File: src/rtl/i2c_evt_pkg.sv
package i2c_evt_pkg;
  localparam int NUM_EVT = 9;
  localparam int SR_W    = 8;

  // event vector positions
  localparam int EV_START    = 0;
  localparam int EV_ADMATCH  = 1;
  localparam int EV_BTF      = 2;
  localparam int EV_HDR10    = 3;
  localparam int EV_ADDRSENT = 4;
  localparam int EV_BUSERR   = 5;
  localparam int EV_ARBLOST  = 6;
  localparam int EV_STOP     = 7;
  localparam int EV_NACK     = 8;

  // flags that belong to the second status byte
  localparam logic [NUM_EVT-1:0] SR2_OWNED = 9'b1_1111_0000;
  // flags that stretch SCL unconditionally
  localparam logic [NUM_EVT-1:0] HOLD_FIXED = 9'b0_0001_1011;

  typedef struct packed {
    logic tx;
    logic busy;
    logic master;
  } mode_t;
endpackage

File: src/rtl/evt_flag_bank.sv
module evt_flag_bank #(
  parameter int N = 9
) (
  input  logic         clk,
  input  logic         rst,
  input  logic         pe,
  input  logic [N-1:0] set,
  input  logic [N-1:0] rd_clr,
  output logic [N-1:0] q
);
  for (genvar i = 0; i < N; i++) begin : g_bit
    logic flag_r;
    always_ff @(posedge clk) begin
      if (rst || !pe)      flag_r <= 1'b0;
      else if (rd_clr[i])  flag_r <= 1'b0;   // read clear beats a coincident set
      else if (set[i])     flag_r <= 1'b1;
    end
    assign q[i] = flag_r;


    rd_clear_chk: assert property (@(posedge clk) disable iff (rst)
      rd_clr[i] |=> !q[i]);
  end
endmodule

File: src/rtl/evt_status_pack.sv
module evt_status_pack
  import i2c_evt_pkg::*;
(
  input  logic [NUM_EVT-1:0] flags,
  input  mode_t              mode,
  output logic [SR_W-1:0]    byte1,
  output logic [SR_W-1:0]    byte2
);
  logic any_evt;
  assign any_evt = |flags;

  always_comb begin
    byte1 = '0;
    byte1[7] = any_evt;
    byte1[6] = flags[EV_HDR10];
    byte1[5] = mode.tx;
    byte1[4] = mode.busy;
    byte1[3] = flags[EV_BTF];
    byte1[2] = flags[EV_ADMATCH];
    byte1[1] = mode.master;
    byte1[0] = flags[EV_START];

    byte2 = '0;
    byte2[4] = flags[EV_NACK];
    byte2[3] = flags[EV_STOP];
    byte2[2] = flags[EV_ARBLOST];
    byte2[1] = flags[EV_BUSERR];
    byte2[0] = flags[EV_ADDRSENT];
  end
endmodule

File: src/rtl/evt_irq_hold.sv
module evt_irq_hold
  import i2c_evt_pkg::*;
(
  input  logic               clk,
  input  logic               rst,
  input  logic               pe,
  input  logic               ie_we,
  input  logic               ie_wdata,
  input  logic               evf,
  input  logic [NUM_EVT-1:0] flags,
  input  logic               dma_en,
  input  logic               dma_done,
  output logic               irq,
  output logic               scl_hold
);
  logic ie_q;
  logic btf_stretch;
  logic fixed_stretch;

  always_ff @(posedge clk) begin
    if (rst || !pe)  ie_q <= 1'b0;
    else if (ie_we)  ie_q <= ie_wdata;
  end

  assign fixed_stretch = |(flags & HOLD_FIXED);
  assign btf_stretch   = flags[EV_BTF] & ~(dma_en & ~dma_done);

  always_ff @(posedge clk) begin
    if (rst) begin
      irq      <= 1'b0;
      scl_hold <= 1'b0;
    end else begin
      irq      <= pe & ie_q & evf;
      scl_hold <= pe & (fixed_stretch | btf_stretch);
    end
  end


  ie_force_chk: assert property (@(posedge clk) disable iff (rst)
    !pe |=> !ie_q);


  dma_hold_chk: assert property (@(posedge clk) disable iff (rst)
    (dma_en && !dma_done && ((flags & HOLD_FIXED) == '0)) |=> !scl_hold);
endmodule

File: src/rtl/i2c_evt_status.sv
module i2c_evt_status
  import i2c_evt_pkg::*;
(
  input  logic               clk,
  input  logic               rst,
  input  logic               pe,
  input  logic               ack_en,
  input  logic               ie_we,
  input  logic               ie_wdata,
  input  logic               dma_en,
  input  logic               dma_done,
  input  logic [NUM_EVT-1:0] ev,
  input  logic               lv_tx,
  input  logic               lv_busy,
  input  logic               lv_master,
  input  logic               rd_stb,
  input  logic               rd_sel,
  output logic [SR_W-1:0]    sr1,
  output logic [SR_W-1:0]    sr2,
  output logic [SR_W-1:0]    rd_data,
  output logic               irq,
  output logic               scl_hold
);
  logic [NUM_EVT-1:0] set_w;
  logic [NUM_EVT-1:0] clr_w;
  logic [NUM_EVT-1:0] flags;
  logic [NUM_EVT-1:0] snap_flags;
  logic [SR_W-1:0]    snap1;
  logic [SR_W-1:0]    snap2;
  mode_t              mode_q;

  // address match only counts while acknowledging
  always_comb begin
    set_w = ev;
    set_w[EV_ADMATCH] = ev[EV_ADMATCH] & ack_en;
  end

  assign clr_w = (rd_stb && pe) ? (rd_sel ? SR2_OWNED : ~SR2_OWNED) : '0;

  evt_flag_bank #(.N(NUM_EVT)) u_bank (
    .clk(clk), .rst(rst), .pe(pe), .set(set_w), .rd_clr(clr_w), .q(flags)
  );

  always_ff @(posedge clk) begin
    if (rst || !pe) mode_q <= '0;
    else            mode_q <= '{tx: lv_tx, busy: lv_busy, master: lv_master};
  end

  evt_status_pack u_live (.flags(flags), .mode(mode_q), .byte1(sr1), .byte2(sr2));

  // what a read sees includes events landing in the same cycle
  assign snap_flags = pe ? (flags | set_w) : '0;
  evt_status_pack u_snap (.flags(snap_flags), .mode(mode_q), .byte1(snap1), .byte2(snap2));

  always_ff @(posedge clk) begin
    if (rst)         rd_data <= '0;
    else if (rd_stb) rd_data <= rd_sel ? snap2 : snap1;
  end

  evt_irq_hold u_irq (
    .clk(clk), .rst(rst), .pe(pe), .ie_we(ie_we), .ie_wdata(ie_wdata),
    .evf(sr1[7]), .flags(flags), .dma_en(dma_en), .dma_done(dma_done),
    .irq(irq), .scl_hold(scl_hold)
  );


  evt_off_clear_chk: assert property (@(posedge clk) disable iff (rst)
    !pe |=> (sr1 == '0 && sr2 == '0));


  irq_evt_chk: assert property (@(posedge clk) disable iff (rst)
    irq |-> $past(sr1[7]));


  evf_sum_chk: assert property (@(posedge clk) disable iff (rst)
    sr1[7] == ((sr1[6] | sr1[3] | sr1[2] | sr1[0]) | (|sr2)));
endmodule

File: config.mk
export PLATFORM = sky130hd
export DESIGN_NAME = i2c_evt_status
export DESIGN_NICKNAME = d
export VERILOG_FILES = /design/src/rtl/i2c_evt_pkg.sv /design/src/rtl/evt_flag_bank.sv /design/src/rtl/evt_status_pack.sv /design/src/rtl/evt_irq_hold.sv /design/src/rtl/i2c_evt_status.sv
export SDC_FILE = /design/constraint.sdc
export NUM_CORES = 1
export LEC_CHECK = 0
export ABC_AREA = 1
export CAP_MARGIN = 5
export CELL_PAD_IN_SITES_DETAIL_PLACEMENT = 0
export CELL_PAD_IN_SITES_GLOBAL_PLACEMENT = 1
export CORE_ASPECT_RATIO = 0.9
export CORE_MARGIN = 1.5
export CORE_UTILIZATION = 27
export DETAILED_ROUTE_END_ITERATION = 7
export PLACE_DENSITY = 0.75
export SYNTH_ARGS = -nofsm -noshare
export SYNTH_HDL_FRONTEND = slang
export SYNTH_SLANG_ARGS = --single-unit
File: constraint.sdc
create_clock -name clk -period 1.6 [get_ports clk]
set_clock_uncertainty 0.2 [all_clocks]
set_input_delay 0.16 -clock clk [delete_from_list [all_inputs] [get_ports clk]]
set_output_delay 0.16 -clock clk [all_outputs]
set_load 0.01 [all_outputs]
; ---- Word level (Yosys, flattened, before mapping)
; Cells that the tools add are included.
; Widths: inputs -> output; s select.
[word_totals]
input_bits = 22
elab_cells = 45
out_inout_bits = 26
register_bits = 23
[op_classes]
n_bitwise = 10
n_mux = 4
reduce_logical = 15
[op_table]
columns = operator, n
row1 = $mux 9, 3
row2 = $reduce_or 2->1, 9
row3 = $reduce_or 9->1, 2
row4 = $or 9x9->9, 1
row5 = $mux 8, 1
row6 = $and 1x1->1, 6
row7 = $reduce_or 4->1, 1
row8 = $not 1->1, 2
row9 = $logic_and 1x1->1, 1
row10 = $logic_not 1->1, 1
row11 = $logic_or 1x1->1, 1
row12 = $or 1x1->1, 1

; ---- Logic depth before layout (Yosys ltp)
; Gate-level depths: netlist of the first run.
[depth]
ltp_word = 6
depth_mapped = 7
ltp_nobuf = 7

; ---- By module
; Synthesis of the first run repeated with hierarchy kept, for this count alone.
[unflattened]
cells_unflattened = 227
area_unflattened_um2 = 1488.9
[modules_own_cells]
columns = mod, seq_area_each_um2, cells_per_inst, area_per_inst_um2, n_inst
row1 = i2c_evt_status, 220.2, 104, 645.6, 1
row2 = evt_flag_bank, 180.2, 56, 409.1, 1
row3 = evt_status_pack, 0.0, 24, 153.9, 2
row4 = evt_irq_hold, 60.1, 19, 126.4, 1

; ---- Least setup slack after synthesis of the first run
; No wires, ideal clock.
[synth_path]
path_kind = register to output
start = register u_bank.g_bit[2].flag_r
end = output port sr1[7]
arrival_time_ps = 1008
path_slack_ps = 232
path_buffers = 1
required_ps = 1240
stages_incl_launch_ff = 5
cell_sequence = dfxtp_1 > or2_2 > nor3_1 > inv_1 > buf_4
[synth_between]
elab_chain_cells = 1
[synth_lines]
columns = element, line_no
row1 = from (decl), evt_flag_bank.sv:12  ; logic flag_r;
row2 = from (signal assigned), evt_flag_bank.sv:14  ; if (rst || !pe) flag_r <= 1'b0;
row3 = from (signal assigned), evt_flag_bank.sv:15  ; else if (rd_clr[i]) flag_r <= 1'b0;
row4 = from (signal assigned), evt_flag_bank.sv:16  ; else if (set[i]) flag_r <= 1'b1;
row5 = $reduce_or 9->1, evt_status_pack.sv:10  ; assign any_evt = |flags;
row6 = to (decl), i2c_evt_status.sv:18  ; output logic [SR_W-1:0] sr1,
; Every way passes these cells.

; ---- Final worst setup path of the first run
[layout_path]
start = register u_bank.g_bit[5].flag_r
end = register u_irq.irq
[layout_between]
elab_chain_cells = 2
[layout_lines]
columns = element, line_no
row1 = from (decl), evt_flag_bank.sv:12
row2 = from (signal assigned), evt_flag_bank.sv:14
row3 = from (signal assigned), evt_flag_bank.sv:15
row4 = from (signal assigned), evt_flag_bank.sv:16
row5 = $reduce_or 9->1, evt_status_pack.sv:10
row6 = $and 1x1->1, evt_irq_hold.sv:33  ; irq <= pe & ie_q & evf;
row7 = to (signal assigned), evt_irq_hold.sv:33
row8 = to (decl), evt_irq_hold.sv:13  ; output logic irq,
; Every way passes these cells.
; A chain may end at the register's enable or synchronous reset.

==> results by group, run 1 <==
CTS
  – CTS max path bufs: 2
  – H-Tree Depth: 1
  – Cts hold-fix bufs: 0
  – Clock root cell: clkbuf_8
  – Clk_lat worst skew: around 260 ps
  – # clock sinks: 23
  – CTS Buf Count: 3
  – Reg clk slew, reported paths: ~80 ps
  – TritonCTS clock tree: yes

STA
  – Hold Vio Cnt, Final: 0
  – RSZ-0062 raised after global routing: true
  – Fmax: 638 MHz
  – Min Hold Slack: 211 ps
  – Fin. max-slew vios: 0
  – Final period util: 98.0%
  – Fin crit period: 1570 ps
  – # setup viols final: 0

Logic synthesis
  – Cell taking the most area after synthesis: dfxtp_1
  – Sequential share of the synthesized area: 45.7%
  – Yosys top cell area share: 45.7%
  – Synth area leaders: dfxtp_1 (46%), nor2_1 (10%), buf_4 (9.7%), nand2_1 (8.2%), inv_1 (6.0%)
  – Syn Inst Count: 138
  – Avg Cell Area, Syn: 7.31 um2
  – Synthesized area: 1010 um2
  – Yosys warns: 0
  – Count of different cell masters after synthesis: 20
  – #FFs+latches synth: 23

Global route
  – Initial antenna violation count: 0
  – M2 GR Usage: about a quarter
  – GRT Max-Usage Layer: met2
  – GRT Util Overall: 14.4%
  – Number of global-route vias before repair: a little under 1000
  – GRT overflow: 0
  – First-pass GRT wire length: 4360 um
  – GR met3 Demand/Resource: 5.19%
  – Grt met1 use: 17.6%
  – Largest net degree at the start of global routing: 14

Detailed routing
  – Vias per cell: 4.26
  – Drt wl/cell: about 11 um
  – Via count: just over 1000
  – Routed WL: around 2700 um
  – Antenna-violating nets left: 0
  – Iteration-0 DRC Markers: 27
  – DRT Pass-1 Iters: 4
  – Drt drc: 0

Critical path
  – Worst reg-to-reg path cell count: 8
  – Startpoint types: flip-flop
  – R2r setup slk: 30 ps
  – RR Endpoint: u_irq.irq
  – CP arrival: 1530 ps
  – CP Capture Type: flip-flop
  – Worst r2r src: u_bank.g_bit[5].flag_r
  – Crit path max fanout: 2
  – Crit path kind: reg -> reg
  – CP required: 1560 ps

Finish
  – Most frequent cells in the layout: clkdlybuf4s50_1 (35), nor2_1 (27), dfxtp_1 (21), nand2_1 (20), buf_4 (17)
  – Fin nets: about 220
  – Share of post-route cells with drive strength above 1: between 20% and 30%
  – Seq. cell area: 463 um2
  – Multi-input gate area: 408 um2
  – Core Util, Final: 46.6%
  – Filler cell count: 356
  – Commonest non-fill, non-tap cell in the layout: clkdlybuf4s50_1
  – Total inserted antenna cells: 0
  – P&R area growth vs syn: 60.7%

Floorplan
  – Boundary Pins: 48
  – Die area: 4110 um2
  – Die height: 61.0 um
  – Die Wd: 67.4 um
  – Area of the core: 3480 um2
  – Starting Density: 29.0%
  – Row count: 20

Power and ir drop
  – Worst vdd ir: 0.433 mV
  – Power Density: between 700 and 800 nW/um2
  – Leak pwr: 0.785 nW

Job
  – Max-cap violations: 0

Place
  – GP Congestion: about 0.8
  – Detail Placement HPWL: 2090 um
  – PortBufs: 44

Min path
  – Worst Hold Depth: 3
  – Hold path start: lv_busy
  – HP Class: in -> reg
  – Hold EP: mode_q[1]

Outcome
  – Status: completed
[flip-flops by register name, summed over array words and instances (netlist names)]
name                 cells
mode_q                   3
rd_data                  8
u_irq.ie_q               1
u_irq.scl_hold           1
u_irq.irq                1
u_bank.g_bit.flag_r      9
[metrics by stage]
stage / power (mW) / TNS [ps] / area [um2] / cells / worst slack [ps]
6_report: 1.24 / 0 / 1620 / 237 / 31.7
5_1_grt: 1.31 / -53.4 / 1620 / 237 / -29.3
4_1_cts: 1.25 / -41.9 / 1610 / 238 / -41.9
3_5_place_dp: 0.871 / -379 / 1520 / 229 / -118
3_3_place_gp: 0.870 / -143 / 1520 / 229 / -123
2_1_floorplan: 0.735 / 0 / 1020 / 140 / 232
[cell usage after synthesis]
master and number:
dfxtp_1 23, o21ai_1 1, inv_2 3, or2_2 2, o21ai_0 7, inv_1 16
a2bb2oi_1 1, nand2_2 1, clkinv_2 1, nand3_1 2, nand2_1 22, a31oi_2 1
nor3_1 2, conb_1 1, a21oi_1 10, buf_4 13, a31oi_1 1, o2bb2ai_1 2
or2_4 1, nor2_1 28
[how the worst max path moves through the flow]
stage / start / end / cells after the start
after floorplan: u_bank.g_bit[2].flag_r / sr1[7] / 4
after global routing: u_bank.g_bit[5].flag_r / sr1[7] / 4
final: u_bank.g_bit[5].flag_r / u_irq.irq / 8
after detailed placement: u_bank.g_bit[2].flag_r / sr1[7] / 4
after global placement: u_bank.g_bit[2].flag_r / sr1[7] / 4
after CTS: u_bank.g_bit[2].flag_r / u_irq.irq / 9
[area by class of cell]
| type | instances | share of cell area (%) |
|---|---|---|
| clock buffer | 3 | 2.55 |
| clock inverter | 1 | 0.309 |
| inverter | 20 | 4.71 |
| multi-input combinational | 84 | 25.2 |
| sequential | 23 | 28.6 |
| tap | 44 | 3.40 |
| timing repair buffer | 62 | 35.3 |
[routing by layer]
metal  up-vias  part of all wire (%)
met2        32                    48
met5         -                     0
met1       456                    45
li1        520                     -
met3         2                   5.9
met4         0                  0.56
[critical path, cell delays in order, from the launching register on]
cell and delay, ps:
dfxtp_2 330, or2_4 250, nor3_4 190, buf_4 130
buf_4 90, buf_4 90, buf_4 90, buf_6 80
nor3_2 30
[where the power goes]
group	leakage (nW)	internal [mW]	switching (mW)	total, mW
registers	0.189	0.595	0.0120	0.607
clock network	0.0255	0.174	0.184	0.358
logic	0.571	0.160	0.119	0.279
[cells by family (layout without fill, tap and decap cells)]
kind of cell,after synthesis,after routing,share of synthesized area (%)
DFF,23,23,45.7
buffers and inverters,33,86,17.2
other,1,3,0.372
AOI/OAI and AO/OA,23,23,13.4
and+or+nand+nor,58,58,23.3
[timing repair]
action                     CTS  global route
pin swaps                    1             3
setup endpoints to repair    6             4
setup buffers                5             0
gates resized for setup     14             8
(Power assumes the default switching activity.)
==> inputs of run 2 (changes only) <==
--- a/config.mk
+++ b/config.mk
@@ -9,11 +9,11 @@
 export CAP_MARGIN = 5
 export CELL_PAD_IN_SITES_DETAIL_PLACEMENT = 0
 export CELL_PAD_IN_SITES_GLOBAL_PLACEMENT = 1
-export CORE_ASPECT_RATIO = 0.9
 export CORE_MARGIN = 1.5
 export CORE_UTILIZATION = 27
 export DETAILED_ROUTE_END_ITERATION = 7
 export PLACE_DENSITY = 0.75
+export SKIP_CTS_REPAIR_TIMING = 1
 export SYNTH_ARGS = -nofsm -noshare
 export SYNTH_HDL_FRONTEND = slang
 export SYNTH_SLANG_ARGS = --single-unit
==> run 2 against run 1 <==
Net effect: sequential power about the same; critical path depth down 4; via count shrank 1.4%; worst setup slack better by 5.0 ps; worst hold slack improved by 1.3 ps; combinational power is 9.0% lower; largest cell class unchanged; fmax rose by 0.32%.
==> results by group, run 2 (synthesis results as in run 1) <==
STA
  – Fmax: 640 MHz (+0.32%)
  – Final period util: 97.7% (-0.31 points)
  – Fin. max-slew vios: 0 (unchanged)
  – # setup viols final: 0 (unchanged)
  – RSZ-0062 raised after global routing: true
  – Hold Vio Cnt, Final: 0 (unchanged)
  – Min Hold Slack: 212 ps (+1.31 ps)
  – Fin crit period: 1560 ps (-5.01 ps)

Outcome
  – Status: completed

CTS
  – Clk_lat worst skew: 260 ps (about the same)
  – H-Tree Depth: 1 (unchanged)
  – Clock root cell: clkbuf_8
  – Reg clk slew, reported paths: 80 ps (about the same)
  – CTS max path bufs: 2 (unchanged)
  – # clock sinks: 23 (unchanged)
  – TritonCTS clock tree: yes
  – CTS Buf Count: 3 (unchanged)

Floorplan
  – Die Wd: 64.1 um (-4.9%)
  – Die area: 4110 um2 (about the same)
  – Row count: 22 (+10%)
  – Die height: 64.1 um (+5.1%)
  – Area of the core: 3630 um2 (+4.5%)
  – Boundary Pins: 48 (unchanged)
  – Starting Density: 27.8% (-1.2 points)

Global route
  – GRT overflow: 0 (unchanged)
  – GRT Util Overall: 12.7% (-1.7 points)
  – Initial antenna violation count: 0 (unchanged)
  – First-pass GRT wire length: 4120 um (-5.5%)
  – Number of global-route vias before repair: 968 (-1.6%)
  – Largest net degree at the start of global routing: 14 (unchanged)

Critical path
  – CP Capture Type: primary output
  – Worst r2r src: u_bank.g_bit[2].flag_r
  – Worst reg-to-reg path cell count: 7 (-1)
  – RR Endpoint: rd_data[7]
  – CP arrival: 1200 ps (-330 ps)
  – R2r setup slk: 190 ps (+160 ps)
  – CP required: 1240 ps (-320 ps)
  – Crit path kind: reg -> out
  – Crit path max fanout: 2 (unchanged)
  – Startpoint types: flip-flop
  – Setup crit start: u_bank.g_bit[2].flag_r

Detailed routing
  – DRT Pass-1 Iters: 4 (unchanged)
  – Antenna-violating nets left: 0 (unchanged)
  – Routed WL: 2570 um (-3.6%)
  – WL met1: 1120 um (-6.7%)
  – Drt drc: 0 (unchanged)
  – Via count: 996 (-1.4%)
  – Vias per cell: 4.18 (-1.8%)
  – Routed wl met2: 1250 um (-3.0%)
  – Drt wl/cell: 10.8 um (-4.0%)
  – Iteration-0 DRC Markers: 20 (-26%)
  – Met3 WL: 143 um (-9.5%)
  – DR top layer: met4

Job
  – Max-cap violations: 0 (unchanged)

Power and ir drop
  – Comb pwr share: 20.8% (-1.6 points)
  – Sw Share: 25.4% (+0.058 points)
  – Clock network fraction of total power: 29.5% (+0.7 points)
  – Power Density: 755 nW/um2 (-1.6%)
  – Pwr Total: 1.22 mW (-1.8%)
  – Worst vdd ir: 0.301 mV (-30%)
  – Reg power frac: 49.8% (+1.0 points)
  – Internal: 911 uW (-1.9%)
  – Leak pwr: 0.865 nW (+10%)
  – Sw Pwr: 310 uW (-1.6%)

Min path
  – HP Class: in -> reg
  – Hold path start: lv_master
  – Worst Hold Depth: 3 (unchanged)
  – Hold EP: mode_q[0]

Finish
  – Regs by FF count: u_bank.g_bit.flag_r (9), rd_data (8), mode_q (3)
  – Share of post-route cells with drive strength above 1: 18.9% (-1.3 points)
  – Finished Layout Cells: 238 (+0.42%)
  – Biggest register: u_bank.g_bit.flag_r
  – Commonest non-fill, non-tap cell in the layout: clkdlybuf4s50_1
  – Fin nets: 213 (-1.4%)
  – P&R area growth vs syn: 60.3%
  – Total inserted antenna cells: 0 (unchanged)
  – Largest register FFs: 9 (unchanged)
  – Most frequent cells in the layout: clkdlybuf4s50_1 (34), nor2_1 (27), nand2_1 (21), dfxtp_1 (19), inv_1 (16)

Place
  – PortBufs: 44 (unchanged)
  – GP Congestion: 0.741 (-8.1%)
  – Post-Place Cells: 234 (+2.2%)
  – Detail Placement HPWL: 2050 um (-2.0%)
-- run 2: cell count changes in the layout (fill, tap and decap cells not counted), sizes merged --
cell	change
clkbuf	+1
dlygate4sd2	-6
buf	-4
dlymetal6s2s	+7
clkdlybuf4s50	-1
-- run 2: power groups by stage --
stage	Sequential, mW	Clock, mW	Combinational (mW)
after floorplan	0.626	0	0.108
after CTS	0.607	0.367	0.254
final	0.608	0.360	0.254
after global routing	0.610	0.392	0.276
after global placement	0.619	0	0.251
after detailed placement	0.620	0	0.252
-- run 2: worst max-delay path, cell delays in order (launching register included) --
cell and delay [ps]:
dfxtp_2 330, or2_2 310, nor3_4 130, inv_1 60
clkbuf_2 120
-- run 2: how the worst max path moves through the flow --
stage,end,slack (ps),depth (start not counted)
floorplan,sr1[7],230,4
finish,sr1[7],40,4
global route,sr1[7],-30,5
global placement,sr1[7],-120,4
CTS,sr1[7],-450,4
detailed placement,sr1[7],-130,4
-- run 2: layer usage --
layer / vias up / track usage, %
li1: 516 / -
met1: 444 / 15.1
met2: 31 / 22.1
met3: 5 / 1.94
met4: 0 / 6.38
met5: - / 0
-- run 2: cell type report --
type,count,area [um2]
inverters,20,76.3
fillers,402,2020
multi-input cells,84,398
clock inverters,1,5.00
flip-flops and latches,23,465
well taps,48,60.1
repair buffers,59,571
clock buffers,3,41.3
-- run 2: through the flow --
step	instance area [um2]	setup TNS (ps)	worst slack (ps)	util, %
after floorplan	1020	0	232	-
after global placement	1530	-198	-123	42.1
after detailed placement	1530	-218	-125	42.1
after CTS	1580	-545	-445	43.4
after global routing	1620	-31.9	-31.9	44.5
final	1620	0	36.7	44.5
